`src/rtl/psib_pkg.sv`:
```
package psib_pkg;

    typedef enum logic [1:0] {
        OP_HOLD    = 2'd0,
        OP_CAPTURE = 2'd1,
        OP_SHIFT   = 2'd2
    } cell_op_e;

    typedef struct packed {
        logic capture;
        logic shift;
        logic update;
    } tap_strobe_t;

    // capture outranks shift; neither means hold
    function automatic cell_op_e pick_op(input tap_strobe_t s);
        if (s.capture)    return OP_CAPTURE;
        else if (s.shift) return OP_SHIFT;
        else              return OP_HOLD;
    endfunction

endpackage

```
`src/rtl/psib_update_cell.sv`:
```
module psib_update_cell (
    input  logic clk,
    input  logic rst,
    input  logic upd_i,
    input  logic d_i,
    output logic sel_o
);
    logic sel_q;

    always_ff @(posedge clk) begin
        if (rst)        sel_q <= 1'b0;
        else if (upd_i) sel_q <= d_i;
    end

    assign sel_o = sel_q;

    p_reset_closed_r1: assert property (@(posedge clk) rst |=> !sel_o);
    p_update_load_r2: assert property (@(posedge clk) disable iff (rst)
        upd_i |=> (sel_o == $past(d_i)));
    p_update_hold_r2: assert property (@(posedge clk) disable iff (rst)
        !upd_i |=> $stable(sel_o));
endmodule

```
`src/rtl/psib_lane.sv`:
```
module psib_lane
    import psib_pkg::*;
(
    input  logic        clk,
    input  logic        rst,
    input  tap_strobe_t strobe_i,
    input  logic        sel_i,
    input  logic        scan_in_i,
    input  logic        seg_ret_i,
    output logic        cell_o,
    output logic        seg_tdi_o,
    output logic        seg_en_o
);
    cell_op_e op;
    logic     shift_src;
    logic     cell_q;

    assign op        = pick_op(strobe_i);
    assign shift_src = sel_i ? seg_ret_i : scan_in_i;

    always_ff @(posedge clk) begin
        if (rst) begin
            cell_q <= 1'b0;
        end else begin
            unique case (op)
                OP_CAPTURE: cell_q <= sel_i;
                OP_SHIFT:   cell_q <= shift_src;
                default:    cell_q <= cell_q;
            endcase
        end
    end

    assign cell_o    = cell_q;
    assign seg_tdi_o = scan_in_i;
    assign seg_en_o  = strobe_i.shift & sel_i;

    p_reset_clear_r1: assert property (@(posedge clk) rst |=> !cell_o);
    p_bypass_shift_r3: assert property (@(posedge clk) disable iff (rst)
        (strobe_i.shift && !strobe_i.capture && !sel_i) |=> (cell_o == $past(scan_in_i)));
    p_open_shift_r4: assert property (@(posedge clk) disable iff (rst)
        (strobe_i.shift && !strobe_i.capture && sel_i) |=> (cell_o == $past(seg_ret_i)));
    p_seg_gate_r5: assert property (@(posedge clk) disable iff (rst)
        seg_en_o |-> (sel_i && strobe_i.shift));
    p_capture_r6: assert property (@(posedge clk) disable iff (rst)
        strobe_i.capture |=> (cell_o == $past(sel_i)));
    p_hold_r7: assert property (@(posedge clk) disable iff (rst)
        (!strobe_i.capture && !strobe_i.shift) |=> $stable(cell_o));
endmodule

```
`src/rtl/psib_parallel.sv`:
```
module psib_parallel
    import psib_pkg::*;
#(
    parameter int LANES = 4
) (
    input  logic             clk,
    input  logic             rst,
    input  logic             capture_en,
    input  logic             shift_en,
    input  logic             update_en,
    input  logic [LANES-1:0] scan_in,
    input  logic [LANES-1:0] seg_return,
    output logic [LANES-1:0] scan_out,
    output logic [LANES-1:0] seg_scan_in,
    output logic [LANES-1:0] seg_shift_en,
    output logic             seg_select
);
    localparam int CTRL_LANE = 0;

    tap_strobe_t strobe;
    logic        sel;
    logic [LANES-1:0] cells;

    assign strobe = '{capture: capture_en, shift: shift_en, update: update_en};

    psib_update_cell u_upd (
        .clk   (clk),
        .rst   (rst),
        .upd_i (strobe.update),
        .d_i   (cells[CTRL_LANE]),
        .sel_o (sel)
    );

    for (genvar i = 0; i < LANES; i++) begin : g_lane
        psib_lane u_lane (
            .clk       (clk),
            .rst       (rst),
            .strobe_i  (strobe),
            .sel_i     (sel),
            .scan_in_i (scan_in[i]),
            .seg_ret_i (seg_return[i]),
            .cell_o    (cells[i]),
            .seg_tdi_o (seg_scan_in[i]),
            .seg_en_o  (seg_shift_en[i])
        );
    end

    assign scan_out   = cells;
    assign seg_select = sel;

    // a same-edge update sees the lane 0 cell from before the shift
    p_update_shift_r8: assert property (@(posedge clk) disable iff (rst)
        (update_en && shift_en) |=> (seg_select == $past(scan_out[CTRL_LANE])));
    // all segment enables move together
    p_seg_uniform_r5: assert property (@(posedge clk) disable iff (rst)
        (seg_shift_en == '0) || (seg_shift_en == '1));
endmodule

```
`config.mk`:
```
export PLATFORM = sky130hd
export DESIGN_NAME = psib_parallel
export DESIGN_NICKNAME = d
export VERILOG_FILES = /design/src/rtl/psib_pkg.sv /design/src/rtl/psib_update_cell.sv /design/src/rtl/psib_lane.sv /design/src/rtl/psib_parallel.sv
export SDC_FILE = /design/constraint.sdc
export NUM_CORES = 1
export LEC_CHECK = 0
export CORE_AREA = 2 2 39 41
export DETAILED_ROUTE_END_ITERATION = 6
export DIE_AREA = 0 0 41 43
export GPL_ROUTABILITY_DRIVEN = 0
export HOLD_SLACK_MARGIN = 0.1
export PLACE_DENSITY = 0.68
export RECOVER_POWER = 50
export SETUP_SLACK_MARGIN = 0.02
export SLEW_MARGIN = 15
export SYNTH_ARGS = -nofsm -noshare
export SYNTH_HDL_FRONTEND = slang
export SYNTH_SLANG_ARGS = --single-unit
```
`constraint.sdc`:
```
create_clock -name clk -period 1.05 [get_ports clk]
set_clock_uncertainty 0.05 [all_clocks]
set_input_delay 0.1575 -clock clk [delete_from_list [all_inputs] [get_ports clk]]
set_output_delay 0.1575 -clock clk [all_outputs]
set_load 0.05 [all_outputs]
```
-- Word-level counts from Yosys, hierarchy flattened
Cells that the tools add are included.
- eq/ne operators: 2
- multiplexer cells: 10
- bitwise gates (word level): 1
- reduce and logical (&&, ||, !) cells: 1
- operators by type and width (cell ; number):
    case mux 1 bit (2 select lines) ; 4
    2-to-1 mux 1 bit ; 4
    2-to-1 mux 2 bit ; 2
    equality test 2 x 1 -> 1 bit (second input constant) ; 1
    equality test 2 bit (second input constant) ; 1
    nonzero test 2 bit ; 1
    bitwise AND 1 bit ; 1
- register bits after elaboration: 5
- input bits: 13
- output and inout bits: 13
- logic and storage cells: 19

-- Logic depth before layout (Yosys ltp)
- depth in word-level cells: 4
- depth in mapped cells: 4
- gate-level depth less buffers: 3

-- By module
A second synthesis with hierarchy kept.
- cells, all modules: 39
- area total of the unflattened synthesis: 319.1 sq um
- modules (own cells, without submodules) (module ; instances ; cells each ; area an instance (sq um) ; seq. area each (sq um)):
    psib_lane ; 4 ; 9 ; 71.3 ; 20.0
    psib_update_cell ; 1 ; 3 ; 33.8 ; 20.0

-- Worst setup path before layout
No wires, ideal clock.
- path type: reg-to-reg
- start: reg u_upd.sel_q, in the netlist u_upd.sel_o
- end: reg g_lane[0].u_lane.cell_q
- setup time: 0.119 ns
- arrival time: 1.276 ns
- data required time: 0.881 ns
- setup slack: -0.395 ns
- stages on the path, launching flop included: 4
- buffers on the path: 0
- period minus slack after synthesis: 1.445 ns
- cell sequence: dfxtp_1 and2_4 nand2b_4 o221a_1
- word-level cells in the longest chain between the ends: 2
- ends and longest elaborated chain (what ; line ; RTL):
    from (decl) ; psib_update_cell.sv:8 ; logic sel_q;
    from (signal assigned) ; psib_update_cell.sv:12 ; else if (upd_i) sel_q <= d_i;
    2-to-1 mux 1 bit ; psib_lane.sv:19 ; assign shift_src = sel_i ? seg_ret_i : scan_in_i;
    case mux 1 bit (2 select lines) (*) ; psib_lane.sv:25 ; unique case (op)
    to (signal assigned) ; psib_lane.sv:26 ; OP_CAPTURE: cell_q <= sel_i;
    to (signal assigned) ; psib_lane.sv:27 ; OP_SHIFT: cell_q <= shift_src;
    to (signal assigned) ; psib_lane.sv:28 ; default: cell_q <= cell_q;
    to (decl) ; psib_lane.sv:16 ; logic cell_q;
Mark *: on every way between the ends. The rest lies on a longest branch, timed or not.
A chain may end at the register's enable or synchronous reset.

-- Final worst setup path
- start: reg u_upd.sel_q, in the netlist u_upd.sel_o
- end: out seg_shift_en[2]
- word-level cells in the longest chain between the ends: 1
- ends and longest elaborated chain (what ; line ; RTL):
    bitwise AND 1 bit ; psib_lane.sv:35 ; assign seg_en_o = strobe_i.shift & sel_i;
    to (decl) ; psib_parallel.sv:15 ; output logic [LANES-1:0] seg_shift_en,
Every way passes these cells.

==> summary by stage <==
Cells and area
In the layout the commonest cells are 10 x sky130_fd_sc_hd__buf_12, 6 x sky130_fd_sc_hd__inv_1, 6 x sky130_fd_sc_hd__dlygate4sd2_1, 6 x sky130_fd_sc_hd__clkdlybuf4s50_1, 6 x sky130_fd_sc_hd__buf_4. The post-synthesis to final-layout area growth is 97.2%. The count of inserted antenna diode cells is 0. The number of filler instances in the final layout is between 100 and 150.

The fraction of final layout cells with drive strength greater than 1 is approximately 44%. The sequential cells in the finished layout cover a total of 105 um^2. Summing all multi-input logic gate instances after layout gives between 150 and 200 um^2. The final instance area is between 700 and 800 um^2. The most frequent standard cell in the layout excluding fill and tap cells is sky130_fd_sc_hd__buf_12. After the last flow step, the layout net total stands at between 80 and 90.

Timing
The max-slew violation total from the final report is 0. For the final routed database, the setup TNS stands at -0.797 ns. Setup repair after global routing could not meet its margin everywhere. Static timing analysis puts the maximum clock frequency at ~0.83 GHz. The number of failing hold endpoints at the final stage came to 0. The slew at the pin with the worst max-slew slack is roughly 0.29 ns.

Counting I/O delays and the setup requirement, the final critical path takes ~1.2 ns. The total of endpoints with negative setup slack in the final report is 8. Hold timing on the final database bottoms out at a slack of between 0.4 and 0.5 ns.

Dividing the final minimum period by the clock period gives 115%. The relative slew slack is 80.9%. The worst setup slack after layout is -0.157 ns.

Clock network
The insertion delay to the later sink of the worst-skew pair is ~0.24 ns. For this design, the CTS-stage hold fixing added 0 buffers. TritonCTS built the clock tree. After clock tree synthesis, the clock-pin slew on the worst setup and hold paths is around 0.040 ns.

The cell sitting at the root of the clock tree is a sky130_fd_sc_hd__clkbuf_4. The buffer levels on the longest clock path is 2. The level count of the clock H-tree is 1.

The number of buffers added by the clock tree synthesis step is 3. The clock net sink count is 5.

Global route
The global-route total usage across every layer is 13.5%. The first global-routing pass estimated roughly 1.6 mm of wire. The met1 track demand over resource is 13.7%. The number of global-route vias before repair is about 380. The met3 layer usage reported by global route is between 3 and 4%.

Global routing finished with a remaining overflow of 0. The initial antenna violation count is 0. The pin count of the biggest net entering global routing is 10. Global routing consumed, on the met2 layer, between 20% and 30% of the routing resources. The peak-usage layer in the global routing report is met2.

Power
For this design the ratio of total power to cell area is between 900 and 1000 nW/um^2. IR analysis of the VDD net gives a maximum drop of between 0.3 and 0.4 mV. For this design the static power due to leakage is roughly 0.33 nW. Power comes to 0.703 mW.

Worst setup path
Traced cell by cell, the critical path runs through and2_4 -> buf_12 -> buf_12. The data arrival at the endpoint of the critical path is 1.00 ns. The type of element capturing the critical path is an output port. The most numerous cell on the critical path is sky130_fd_sc_hd__buf_12.

The maximum net fanout on the critical path is 4. The largest single stage delay on the critical path is around 0.34 ns. The sort of element at the start of the critical path is a flop. The required time at the endpoint of the critical path is roughly 0.84 ns. The critical path contains buffers and inverters numbering 2 combined. Among cell families on the critical path, the largest total delay comes from flip-flops. On the critical path, the stage with the largest delay is an instance of sky130_fd_sc_hd__dfxtp_4. The worst setup path is of the reg2out kind.

Placement
The post-placement setup slack is -0.324 ns. The post-detailed-placement half-perimeter wirelength is 745 um. Summing all placed instances gives a cell area of ~730 um^2.

Buffers placed on the I/O ports in this run total 25.

Die
The I/O pin count is 26. The area enclosed by the die boundary is around 1800 um^2. The horizontal extent of the die is approximately 41 um. The placeable core region is about 1400 um^2. The floorplan step set the die height to roughly 43 um.

The floorplan has 14 rows. The initial utilization of the core area, before any placement, comes to a little over a quarter.

Yosys
A synthesized cell averages 8.06 um^2. The Yosys step of the flow raised 0 warnings. The number of unique standard cell types used by synthesis is 13.

For this run, the register share of the synthesized area comes to roughly 28%. Counting every net in the synthesized netlist gives 58. The cell count after synthesis is 45. After synthesis the cells add up to 363 um^2. Sorting the synthesized cells by area gives the leading types as sky130_fd_sc_hd__dfxtp_1 28%, sky130_fd_sc_hd__buf_4 27%, sky130_fd_sc_hd__o221a_1 9.3%. The top-area cell type share of the netlist area is 27.6%. Counting flops and latches in the post-synthesis netlist gives 5. Of all cell types, the one taking the most synthesized area is sky130_fd_sc_hd__dfxtp_1.

Route
The average routed wire per standard cell is approximately 11 um. In the routed layout, each cell is associated on average with a via count of approximately 4.6. In the routed design, unresolved DRC markers number 0.

The via count is between 300 and 400. In this run, the number of DRC markers left after iteration 0 of detailed routing was 4. Once detail routing completed, the nets flagged for antenna violations numbered 0. The detailed-routing iteration count for the pre-antenna-repair pass is 3. The total wire length after detailed routing is ~940 um.

Outcome
The final reports fail on negative setup slack. The run finished, with violations left.

Flow run
The max-capacitance violation count is 0.

Hold path
In this run the worst hold path is classified as in2reg.
-- cell usage after synthesis --
cell type	number
sky130_fd_sc_hd__inv_1	6
sky130_fd_sc_hd__a21oi_1	4
sky130_fd_sc_hd__nand2b_4	1
sky130_fd_sc_hd__buf_4	13
sky130_fd_sc_hd__and2_4	1
sky130_fd_sc_hd__mux2i_1	1
sky130_fd_sc_hd__dfxtp_1	5
sky130_fd_sc_hd__o221a_2	1
sky130_fd_sc_hd__nor2_1	5
sky130_fd_sc_hd__clkbuf_2	1
sky130_fd_sc_hd__nor3_1	3
sky130_fd_sc_hd__a31oi_1	1
sky130_fd_sc_hd__o221a_1	3
-- registers in the layout, summed over array words and instances (netlist names) --
signal / cells
u_upd.sel_o: 1
g_lane.u_lane.cell_o: 4
-- power breakdown --
group          leakage (nW)  switching (mW)  total (mW)  internal [mW]
registers            0.0423          0.0127       0.213          0.201
clock network        0.0150          0.0837       0.228          0.144
logic                 0.275           0.135       0.262          0.127
total                 0.332           0.231       0.703          0.472
-- stage by stage --
stage | util [%] | std cells
floorplan | - | 45
global placement | 52.7 | 79
detailed placement | 52.7 | 79
CTS | 56.0 | 84
global route | 51.7 | 84
finish | 51.7 | 84
-- cell families after synthesis --
family                 synth area share (%)
AND/OR/NAND/NOR                        15.5
buffers and inverters                  34.5
multiplexers                           2.76
AO/OA/AOI/OAI                          19.7
flip-flops                             27.6
-- cell type report --
cell class	count	area share (%)
Multi-Input combinational cell	20	21.3
Timing Repair Buffer	33	54.4
Sequential cell	5	14.7
Clock buffer	4	3.67
Inverter	6	3.15
Tap cell	16	2.80
-- worst paths after layout --
| kind | from | endpoint | slack (ns) | cells after the start |
|---|---|---|---|---|
| min | scan_in[0] | g_lane[0].u_lane.cell_o | 0.47 | 4 |
| min reg2reg | g_lane[0].u_lane.cell_o | u_upd.sel_o | 0.51 | 2 |
| max | u_upd.sel_o | seg_shift_en[2] | -0.16 | 3 |
| max reg2reg | u_upd.sel_o | g_lane[1].u_lane.cell_o | -0.03 | 4 |
-- worst min-delay path: cells and delay by family --
| family | cells | cell delay [ns] |
|---|---|---|
| AO/OA/AOI/OAI | 2 | 0.27 |
| buffers and inverters | 2 | 0.29 |
-- timing repair --
action,in CTS,in global routing
endpoints found under the setup margin,13,11
buffers inserted,5,1
pin swaps,3,2
resized for setup,9,1
-- routing by layer --
metal  part of all wire (%)  vias to the layer above
li1                       -                      187
met2                     55                       16
met3                    3.9                        4
met1                     38                      178
met4                    3.2                        0
met5                      0                        -
No activity file was read; power rests on OpenSTA's default activity.
